### src/rtl/edge_pair_pkg.sv
package edge_pair_pkg;

  // Edge selection; bit 0 picks the polarity of the first edge (0 rise, 1 fall),
  // bit 1 picks whether the second edge repeats it (period) or opposes it (pulse)
  typedef enum logic [1:0] {
    MEAS_HIGH     = 2'b00,
    MEAS_LOW      = 2'b01,
    MEAS_PER_RISE = 2'b10,
    MEAS_PER_FALL = 2'b11
  } measMode_e;

  // Strobes from control to datapath
  typedef struct packed {
    logic loadFirstBuf;   // stamp counter into first buffer
    logic loadSecondBuf;  // stamp counter into second buffer, publish first buffer
    logic copySecond;     // publish second buffer
  } capStrobe_t;

endpackage

### src/rtl/edge_pair_sel.sv
module edge_pair_sel
  import edge_pair_pkg::*;
(
  input  logic      clk,
  input  logic      rstN,
  input  logic      sigIn,
  input  measMode_e mode,
  output logic      firstEdge,
  output logic      secondEdge
);

  logic sigPrev;
  logic primed;
  logic riseSeen;
  logic fallSeen;

  // primed blocks the first sample after reset, so the level at release is no edge
  always_ff @(posedge clk or negedge rstN) begin
    if (!rstN) begin
      sigPrev <= 1'b0;
      primed  <= 1'b0;
    end else begin
      sigPrev <= sigIn;
      primed  <= 1'b1;
    end
  end

  assign riseSeen = primed &  sigIn & ~sigPrev;
  assign fallSeen = primed & ~sigIn &  sigPrev;

  always_comb begin
    unique case (mode)
      MEAS_HIGH: begin
        firstEdge  = riseSeen;
        secondEdge = fallSeen;
      end
      MEAS_LOW: begin
        firstEdge  = fallSeen;
        secondEdge = riseSeen;
      end
      MEAS_PER_RISE: begin
        firstEdge  = riseSeen;
        secondEdge = riseSeen;
      end
      default: begin
        firstEdge  = fallSeen;
        secondEdge = fallSeen;
      end
    endcase
  end

  AST_EDGE_IS_TOGGLE: assert property (@(posedge clk) disable iff (!rstN)
    (firstEdge || secondEdge) |-> (sigIn != $past(sigIn)));

  AST_HIGH_PULSE_ENDS_LOW: assert property (@(posedge clk) disable iff (!rstN)
    (mode == MEAS_HIGH && secondEdge) |-> !sigIn);

  AST_LOW_PULSE_ENDS_HIGH: assert property (@(posedge clk) disable iff (!rstN)
    (mode == MEAS_LOW && secondEdge) |-> sigIn);

endmodule

### src/rtl/edge_pair_ctrl.sv
module edge_pair_ctrl
  import edge_pair_pkg::*;
(
  input  logic       clk,
  input  logic       rstN,
  input  measMode_e  mode,
  input  logic       firstEdge,
  input  logic       secondEdge,
  input  logic       readFirst,
  output capStrobe_t strb,
  output logic       captureDone
);

  logic      armed;    // first edge taken, waiting for the second
  measMode_e modeQ;
  logic      modeChg;

  assign modeChg = (mode != modeQ);

  always_comb begin
    strb = '0;
    if (!modeChg) begin
      if (!armed && firstEdge)  strb.loadFirstBuf  = 1'b1;
      if (armed  && secondEdge) strb.loadSecondBuf = 1'b1;
    end
    strb.copySecond = readFirst;
  end

  always_ff @(posedge clk or negedge rstN) begin
    if (!rstN) begin
      armed       <= 1'b0;
      modeQ       <= MEAS_HIGH;
      captureDone <= 1'b0;
    end else begin
      modeQ <= mode;
      if (modeChg)                 armed <= 1'b0;
      else if (strb.loadFirstBuf)  armed <= 1'b1;
      else if (strb.loadSecondBuf) armed <= 1'b0;
      // a completing edge outranks a read in the same clock
      if (strb.loadSecondBuf)  captureDone <= 1'b1;
      else if (readFirst)      captureDone <= 1'b0;
    end
  end

  AST_DONE_ON_SECOND: assert property (@(posedge clk) disable iff (!rstN)
    strb.loadSecondBuf |=> captureDone);

  AST_DONE_CLR_ON_READ: assert property (@(posedge clk) disable iff (!rstN)
    (readFirst && !strb.loadSecondBuf) |=> !captureDone);

  AST_NO_STAMP_ON_MODE_CHANGE: assert property (@(posedge clk) disable iff (!rstN)
    (mode != modeQ) |-> !(strb.loadFirstBuf || strb.loadSecondBuf));

  AST_ABANDON_ON_MODE_CHANGE: assert property (@(posedge clk) disable iff (!rstN)
    (armed && mode != modeQ) |=> !strb.loadSecondBuf);

  AST_NO_REUSE_OF_CLOSING_EDGE: assert property (@(posedge clk) disable iff (!rstN)
    strb.loadSecondBuf |=> !strb.loadSecondBuf);

endmodule

### src/rtl/edge_pair_dp.sv
module edge_pair_dp
  import edge_pair_pkg::*;
#(
  parameter int CNT_W = 16
) (
  input  logic             clk,
  input  logic             rstN,
  input  capStrobe_t       strb,
  output logic [CNT_W-1:0] firstVal,
  output logic [CNT_W-1:0] secondVal
);

  localparam int NCH = 2;

  logic [CNT_W-1:0]          cnt;
  logic [NCH-1:0]            bufLoad;
  logic [NCH-1:0]            visLoad;
  logic [NCH-1:0][CNT_W-1:0] visAll;

  always_ff @(posedge clk or negedge rstN) begin
    if (!rstN) cnt <= '0;
    else       cnt <= cnt + 1'b1;
  end

  // channel 0: buffered on first edge, published on second edge
  // channel 1: buffered on second edge, published on read of channel 0
  assign bufLoad = {strb.loadSecondBuf, strb.loadFirstBuf};
  assign visLoad = {strb.copySecond,    strb.loadSecondBuf};

  for (genvar ch = 0; ch < NCH; ch++) begin : g_chan
    logic [CNT_W-1:0] bufReg;
    logic [CNT_W-1:0] visReg;
    always_ff @(posedge clk or negedge rstN) begin
      if (!rstN) begin
        bufReg <= '0;
        visReg <= '0;
      end else begin
        if (bufLoad[ch]) bufReg <= cnt;
        if (visLoad[ch]) visReg <= bufReg;
      end
    end
    assign visAll[ch] = visReg;
  end

  assign firstVal  = visAll[0];
  assign secondVal = visAll[1];

  AST_CNT_STEP: assert property (@(posedge clk) disable iff (!rstN)
    rstN |=> (cnt == $past(cnt) + 1'b1));

  AST_FIRST_HOLD: assert property (@(posedge clk) disable iff (!rstN)
    !strb.loadSecondBuf |=> $stable(firstVal));

  AST_SECOND_HOLD: assert property (@(posedge clk) disable iff (!rstN)
    !strb.copySecond |=> $stable(secondVal));

endmodule

### src/rtl/edge_pair_capture.sv
module edge_pair_capture
  import edge_pair_pkg::*;
#(
  parameter int CNT_W = 16
) (
  input  logic             clk,
  input  logic             rstN,
  input  logic             sigIn,
  input  logic [1:0]       measMode,
  input  logic             readFirst,
  output logic [CNT_W-1:0] firstVal,
  output logic [CNT_W-1:0] secondVal,
  output logic             captureDone
);

  measMode_e  modeSel;
  logic       firstEdge;
  logic       secondEdge;
  capStrobe_t strb;

  assign modeSel = measMode_e'(measMode);

  edge_pair_sel sel_i (
    .clk        (clk),
    .rstN       (rstN),
    .sigIn      (sigIn),
    .mode       (modeSel),
    .firstEdge  (firstEdge),
    .secondEdge (secondEdge)
  );

  edge_pair_ctrl ctrl_i (
    .clk         (clk),
    .rstN        (rstN),
    .mode        (modeSel),
    .firstEdge   (firstEdge),
    .secondEdge  (secondEdge),
    .readFirst   (readFirst),
    .strb        (strb),
    .captureDone (captureDone)
  );

  edge_pair_dp #(.CNT_W(CNT_W)) dp_i (
    .clk       (clk),
    .rstN      (rstN),
    .strb      (strb),
    .firstVal  (firstVal),
    .secondVal (secondVal)
  );

endmodule

### config.mk
export PLATFORM = sky130hd
export DESIGN_NAME = edge_pair_capture
export DESIGN_NICKNAME = d
export VERILOG_FILES = /design/src/rtl/edge_pair_pkg.sv /design/src/rtl/edge_pair_sel.sv /design/src/rtl/edge_pair_ctrl.sv /design/src/rtl/edge_pair_dp.sv /design/src/rtl/edge_pair_capture.sv
export SDC_FILE = /design/constraint.sdc
export NUM_CORES = 1
export LEC_CHECK = 0
export BUFFER_PORTS_ARGS = -buffer_cell sky130_fd_sc_hd__clkbuf_2
export CORE_MARGIN = 10
export CORE_UTILIZATION = 30
export CTS_CLUSTER_DIAMETER = 80
export DETAILED_ROUTE_END_ITERATION = 10
export SYNTH_ARGS = -nofsm -noshare
export SYNTH_HDL_FRONTEND = slang
export SYNTH_HIERARCHICAL = 1
export SYNTH_SLANG_ARGS = --single-unit
### constraint.sdc
create_clock -name clk -period 2.4 [get_ports clk]
set_input_delay 0.36 -clock clk [delete_from_list [all_inputs] [get_ports clk]]
set_output_delay 0.36 -clock clk [all_outputs]
set_load 0.005 [all_outputs]
==> results of run 1 <==
-- registers in the layout, summed over array words and instances (netlist names) --
signal,cells
ctrl_i/armed,1
ctrl_i/captureDone,1
ctrl_i/modeQ,2
dp_i/cnt,16
dp_i/firstVal,16
dp_i/g_chan.bufReg,32
dp_i/secondVal,16
sel_i/primed,1
sel_i/sigPrev,1
-- path summary, 6_finish.rpt --
kind | end | slack [ns] | from | depth (start not counted)
hold / removal | dp_i/secondVal[0]$_DFFE_PN0P_ | -0.001 | rstN | 1
hold reg to reg | dp_i/firstVal[11]$_DFFE_PN0P_ | 0.48 | dp_i/firstVal[11]$_DFFE_PN0P_ | 1
min in group clk | sel_i/sigPrev$_DFF_PN0_ | 0.17 | sigIn | 1
setup / recovery | dp_i/g_chan[1].bufReg[15]$_DFFE_PN0P_ | 0.52 | sel_i/sigPrev$_DFF_PN0_ | 7
max in group asynchronous | dp_i/firstVal[9]$_DFFE_PN0P_ | 1.78 | rstN | 2
setup reg to reg | dp_i/g_chan[1].bufReg[15]$_DFFE_PN0P_ | 0.52 | sel_i/sigPrev$_DFF_PN0_ | 7
-- placed cells by master (no fill, tap or decap), types with 2 or more instances in the layout --
master	synthesis	layout
nor4_2	3	3
nand2_1	5	5
mux2i_1	2	2
buf_4	1	2
mux2_2	62	62
dfrtp_1	86	86
buf_12	0	2
ha_1	3	3
mux2_1	2	2
and2_1	2	2
nor2_1	5	5
xor2_1	12	12
xnor2_1	4	4
clkbuf_16	0	9
clkbuf_2	0	37
clkinvlp_4	0	2
nor3_1	5	4
nand3_1	4	4
inv_1	6	6
-- per-layer routing --
metal / vias to the layer above / share of wire, % / global-route usage (%)
li1: 861 / - / -
met1: 915 / 48 / 9.93
met2: 25 / 46 / 11.4
met3: 6 / 3.8 / 2.58
met4: 0 / 1.8 / 4.62
met5: - / 0 / 0
-- where the power goes --
group / internal (mW) / leakage [nW] / switching, mW / total, mW
combinational: 0.0593 / 0.748 / 0.0655 / 0.125
clock: 0.834 / 0.142 / 0.529 / 1.36
sequential: 1.50 / 1.17 / 0.0246 / 1.52
-- critical path, delay by kind of cell, from the launching register on --
kind	cells	cell delay, ns
muxes	2	0.47
DFF	1	0.33
buffers and inverters	1	0.24
and+or+nand+nor	4	0.70
-- Yosys cell counts --
cell	n	share of area (%)
nor4_4	1	0.63
nand2b_1	1	0.18
nand4_4	1	0.63
clkbuf_1	1	0.11
or2b_1	1	0.22
nand4_2	1	0.37
nand4_1	1	0.18
buf_2	8	1.2
mux2_2	62	21
ha_1	3	1.1
nor2_1	5	0.55
mux2_1	2	0.66
a2111oi_2	1	0.44
nand3_1	4	0.59
conb_1	1	0.11
mux2i_1	2	0.59
nand2_1	5	0.55
nor3_1	5	0.74
xnor2_1	4	1.0
dfrtp_1	86	63
and2_1	2	0.37
nand3_2	1	0.29
inv_1	6	0.66
nor4b_1	1	0.26
buf_4	1	0.22
nor4_2	3	1.1
xor2_1	12	3.1
o32ai_1	1	0.26
-- through the flow --
stage | power [mW] | setup WS [ns]
final | 3.01 | 0.524
after CTS | 3.06 | 0.519
after global placement | 1.67 | 0.250
after detailed placement | 1.68 | 0.186
after floorplan | 1.61 | 0.320
after global routing | 3.14 | 0.394
-- final cells by class --
cell class | count | share of cell area (%)
Sequential cell | 86 | 52.8
Multi-Input combinational cell | 120 | 29.0
Clock buffer | 11 | 5.96
Timing Repair Buffer | 41 | 5.89
Tap cell | 140 | 4.30
Clock inverter | 5 | 1.44
Inverter | 6 | 0.553
-- cells by family (layout without fill, tap and decap cells) --
group	Yosys count	after routing	share of synthesized area, %
buffers and inverters	16	63	2.17
multiplexers	66	66	21.8
adder cells (fa/ha/maj)	3	3	1.10
AND/OR/NAND/NOR	32	32	6.66
AO/OA/AOI/OAI	2	2	0.699
flip-flops	86	86	63.3
XOR/XNOR	16	16	4.12
other	1	1	0.110
==> key figures, run 1 <==
Run status
  – Status: complete, but fails checks
  – Violated checks: hold timing

Cells and area
  – Fill cells: ~1100
  – Multi-input logic area: approximately 1200 µm²
  – Final core occ: a little under two fifths
  – Sequential cell area: 2150 µm²
  – Share of cells above drive strength 1: 47.6%
  – Fin cells: around 410
  – Nets: 273
  – ANT cells: 0
  – Syn-to-layout area delta: 19.9%
  – Final instance area: 4080 µm²

Placement
  – Placed Instances: 393
  – DP Area: approximately 3800 µm²
  – RePlAce Congestion: 0.678
  – DP HPWL: about 4100 µm
  – Port Buf Inserts: 38

Flow run
  – Number of max-cap violations: 0

Route
  – Drt pass-1 iters: 4
  – Final WL: between 5000 and 6000 µm
  – Routed wire per std cell: 14.6 µm
  – Via density: 4.42
  – Detail Route Antenna Nets: 0
  – # DRC: 0
  – Initial DRC Count: 50
  – Vias: 1807

Setup path
  – CP Capture Type: flop
  – Critical Path, Cell by Cell: or2b_1 > mux2i_1 > and2_1 > nand2_1 > nor3_2 > buf_12 > mux2_2
  – Setup Crit Path Kind: flop to flop
  – Worst Path Arrival: 2.09 ns
  – Slowest cell on crit path: mux2_2
  – Worst setup SP type: flop
  – Crit Path Max Fanout: 32
  – Crit path required time: between 2 and 3 ns
  – Slowest cell delay on critical path: 0.36 ns

GRT
  – GRT Total Usage: 7.84%
  – Number of global-route vias before repair: 1946
  – Initial antenna violation count: 0
  – Global-route wire length before repair: 10200 µm
  – Largest net degree at the start of global routing: 49
  – GR Overflow Total: 0

Clock tree
  – Number of gates resized after CTS: 0
  – CTS buffer count: 9
  – Post-CTS setup buffer count: 0
  – Clock root cell: clkbuf_16
  – Clock sinks: 86
  – CTS tree: done
  – Number of hold buffers added after cts: 0
  – Clk slew on worst S/H paths: roughly 0.060 ns
  – H-tree depth: 3
  – CTS Buffer Depth: 2
  – Worst skew pair latency: 0.33 ns

Hold path
  – Worst Hold Class: input port to async pin

Floorplanning
  – Die W: around 130 µm
  – Die ar.: 16000 µm²
  – Die H: 126 µm
  – Initial Util: a little under a third
  – FP Rows: 38
  – IO Pins: 39
  – Core Region: between 10000 and 15000 µm²

Logic synthesis
  – Mapped Area: 3400 µm²
  – Sequential share of the synthesized area: between 60% and 70%
  – Count of cell types in the netlist: 28
  – Synthesized area per cell: 15.3 µm²
  – Yosys warning count: 6
  – Syn Inst Count: 222
  – FF+latch count, synth: 86
  – Mapped Nets: 231

STA
  – Final setup fails: 0
  – Setup Skew: between 0.006 and 0.007 ns
  – Crit path time final: between 1.5 and 2 ns
  – Worst rel slew slack: 66.7%
  – Endpoints failing hold: 1
  – Hold_ws: -0.00124 ns
  – Aggregate negative setup slack: 0 ns
  – Worst-margin pin slew: between 0.5 and 0.6 ns
  – Final Max Slew Viols: 0
  – Tcrit/Tclk final: 78.2%
  – RSZ-0062 raised after global routing: no
  – Max Fclk: 533 MHz

Pwr
  – Pwr Density: 739 nW/µm²
  – Max VDD drop: 0.344 mV
  – Static leakage: 2.06 nW
Note: power is estimated with default switching activity, not from simulation.
==> run 2, diff against run 1 <==
Clock period 2.4 ns to 1.94 ns, I/O delays scaled along.
==> run 2 against run 1 <==
Against the previous run:
- the run now ends clean
- sequential share of layout area fell by 0.72 points
- power rose by 25%
- sequential power rose by 24%
- final area rose by 1.4%
- wire length fell by 0.90%
- cell count rose by 1.5%
- clock-buffer cell count did not move
- critical path depth did not move
- flip-flop and latch count did not move
- via count rose by 0.61%
==> key figures, run 2 (synthesis results as in run 1) <==
Run status
  – Status: finished clean

Cells and area
  – Largest reg by FF count: dp_i/g_chan.bufReg
  – Commonest non-fill, non-tap cell in the layout: dfrtp_1
  – Number of flip-flops in the largest register: 32 (unchanged)
  – Fill cells: 1049 (-1.7%)
  – Multi-input logic area: 1190 µm² (+0.74%)
  – Final core occ: 37.6% (+0.51 points)
  – Commonest cells after routing, fill and taps aside: 86 x dfrtp_1, 62 x mux2_2, 37 x clkbuf_2
  – Share of cells above drive strength 1: 48.4% (+0.78 points)
  – Final instance area: 4130 µm² (+1.4%)
  – Nets: 279 (+2.2%)
  – Sequential cell area: 2150 µm² (unchanged)
  – Syn-to-layout area delta: 21.6%
  – ANT cells: 0 (unchanged)

Pwr
  – Max VDD drop: 0.331 mV (-3.8%)
  – Static leakage: 2.09 nW (+1.5%)
  – Pwr Density: 909 nW/µm² (+23%)
  – Tot Pwr: 3.76 mW (+25%)

Route
  – Drt pass-1 iters: 4 (unchanged)
  – Final WL: 5930 µm (-0.90%)
  – Routed wire per std cell: 14.3 µm (-2.3%)
  – Via density: 4.38 (-0.85%)
  – # DRC: 0 (unchanged)
  – Initial DRC Count: 50 (unchanged)
  – Detail Route Antenna Nets: 0 (unchanged)
  – Vias: 1818 (+0.61%)

Clock tree
  – CTS tree: done
  – Clk slew on worst S/H paths: 0.06 ns (about the same)
  – Post-CTS setup buffer count: 0 (unchanged)
  – H-tree depth: 3 (unchanged)
  – CTS Buffer Depth: 2 (unchanged)
  – CTS buffer count: 9 (unchanged)
  – Worst skew pair latency: 0.34 ns (about the same)
  – Clock sinks: 86 (unchanged)
  – Clock root cell: clkbuf_16

Setup path
  – Crit path required time: 2.16 ns (-0.45 ns)
  – Setup Crit Path Kind: flop to flop
  – Critical Path, Cell by Cell: or2b_1 > mux2i_1 > and2_1 > nand2_1 > nor3_2 > buf_12 > mux2_2
  – Crit Path Max Fanout: 32 (unchanged)
  – Worst Path Arrival: 2.06 ns (-0.03 ns)
  – Slowest cell on crit path: mux2_2
  – CP Capture Type: flop
  – Reg-to-reg startpoint: sel_i/sigPrev$_DFF_PN0_
  – Worst setup SP type: flop
  – CP startpoint: sel_i/sigPrev$_DFF_PN0_
  – Slowest cell delay on critical path: 0.36 ns (about the same)

GRT
  – GR Overflow Total: 0 (unchanged)
  – Initial antenna violation count: 0 (unchanged)
  – GRT Total Usage: 7.97% (+0.14 points)
  – Largest net degree at the start of global routing: 43 (-12%)
  – Number of global-route vias before repair: 1992 (+2.4%)
  – Global-route wire length before repair: 10300 µm (+1.4%)

Floorplanning
  – FP Rows: 38 (unchanged)
  – Die H: 126 µm (unchanged)
  – Die ar.: 16000 µm² (unchanged)
  – Initial Util: 30.9% (unchanged)
  – Die W: 126 µm (unchanged)
  – Core Region: 11000 µm² (unchanged)
  – IO Pins: 39 (unchanged)

Placement
  – DP Area: 3810 µm² (+0.99%)
  – Worst slack, placed: -0.165 ns (-0.351 ns)
  – DP HPWL: 4190 µm (+2.4%)
  – RePlAce Congestion: 0.719 (+6.0%)
  – Port Buf Inserts: 38 (unchanged)

STA
  – Final setup fails: 0 (unchanged)
  – Tcrit/Tclk final: 94.7% (+17 points)
  – Final Max Slew Viols: 0 (unchanged)
  – RSZ-0062 raised after global routing: yes
  – Final worst slack: 0.102 ns (-0.421 ns)
  – Hold_ws: 0.0909 ns (+0.0922 ns)
  – Crit path time final: 1.84 ns (-0.0389 ns)
  – Setup Skew: 0.00530 ns (-0.00155 ns)
  – Max Fclk: 544 MHz (+2.1%)
  – Endpoints failing hold: 0 (-1)
  – Worst rel slew slack: 63.7% (-3.0 points)
  – Worst-margin pin slew: 0.543 ns (+0.0426 ns)

Hold path
  – Worst Hold Class: input port to flop
  – Hold_sp: sigIn

Flow run
  – Number of max-cap violations: 0 (unchanged)
[run 2: cell types whose count changed in the layout (fill, tap and decap cells not counted), sizes merged]
cell | before | now
buf | 4 | 9
dlygate4sd3 | 0 | 1
[run 2: layout make-up]
| cell class | instances | area share (%) |
|---|---|---|
| clock buffers | 11 | 5.88 |
| clock inverters | 5 | 1.42 |
| inverters | 6 | 0.545 |
| multi-input cells | 120 | 28.9 |
| flip-flops and latches | 86 | 52.1 |
| well taps | 140 | 4.24 |
| repair buffers | 47 | 6.97 |
[run 2: report_power, final]
group	total (mW)	internal [mW]	leakage, nW	switching (mW)
Clock	1.71	1.03	0.142	0.675
Combinational	0.165	0.0813	0.778	0.0839
Sequential	1.88	1.85	1.17	0.0301
[run 2: metal layers]
metal  share of wire, %  routed length (µm)  GRT usage (%)  up-vias
met2                 45                2640           11.2       30
met3                5.9                 352           3.46       11
li1                   -                   -              -      864
met5                  0                   0              0        -
met4                2.4                 140           4.42        0
met1                 47                2790           9.98      913
[run 2: critical path, delay by kind of cell, from the launching register on]
kind          cells  cell delay [ns]
buf+inv           1             0.24
flops             1             0.33
mux               2             0.48
simple gates      4             0.66
[run 2: final timing paths]
check                                                        endpoint  slack (ns)  depth (start not counted)
min in group asynchronous               dp_i/secondVal[1]$_DFFE_PN0P_        0.48                          2
worst min register to register   dp_i/g_chan[1].bufReg[1]$_DFFE_PN0P_        0.49                          1
worst max-delay path            dp_i/g_chan[1].bufReg[13]$_DFFE_PN0P_        0.10                          7
worst min-delay path                          sel_i/sigPrev$_DFF_PN0_        0.09                          1
worst max register to register  dp_i/g_chan[1].bufReg[13]$_DFFE_PN0P_        0.10                          7
max in group asynchronous                dp_i/firstVal[8]$_DFFE_PN0P_        0.86                          3
[run 2: through the flow]
step	std cells	setup TNS, ns
floorplan	222	-0.949
global placement	398	-3.87
detailed placement	398	-6.07
CTS	415	0
global route	415	-0.127
finish	415	0
[run 2: repair_timing]
item,4_1_cts,5_1_grt
hold buffers,1,0
resized for setup,0,1
endpoints found under the hold margin,40,0
setup endpoints to repair,0,23
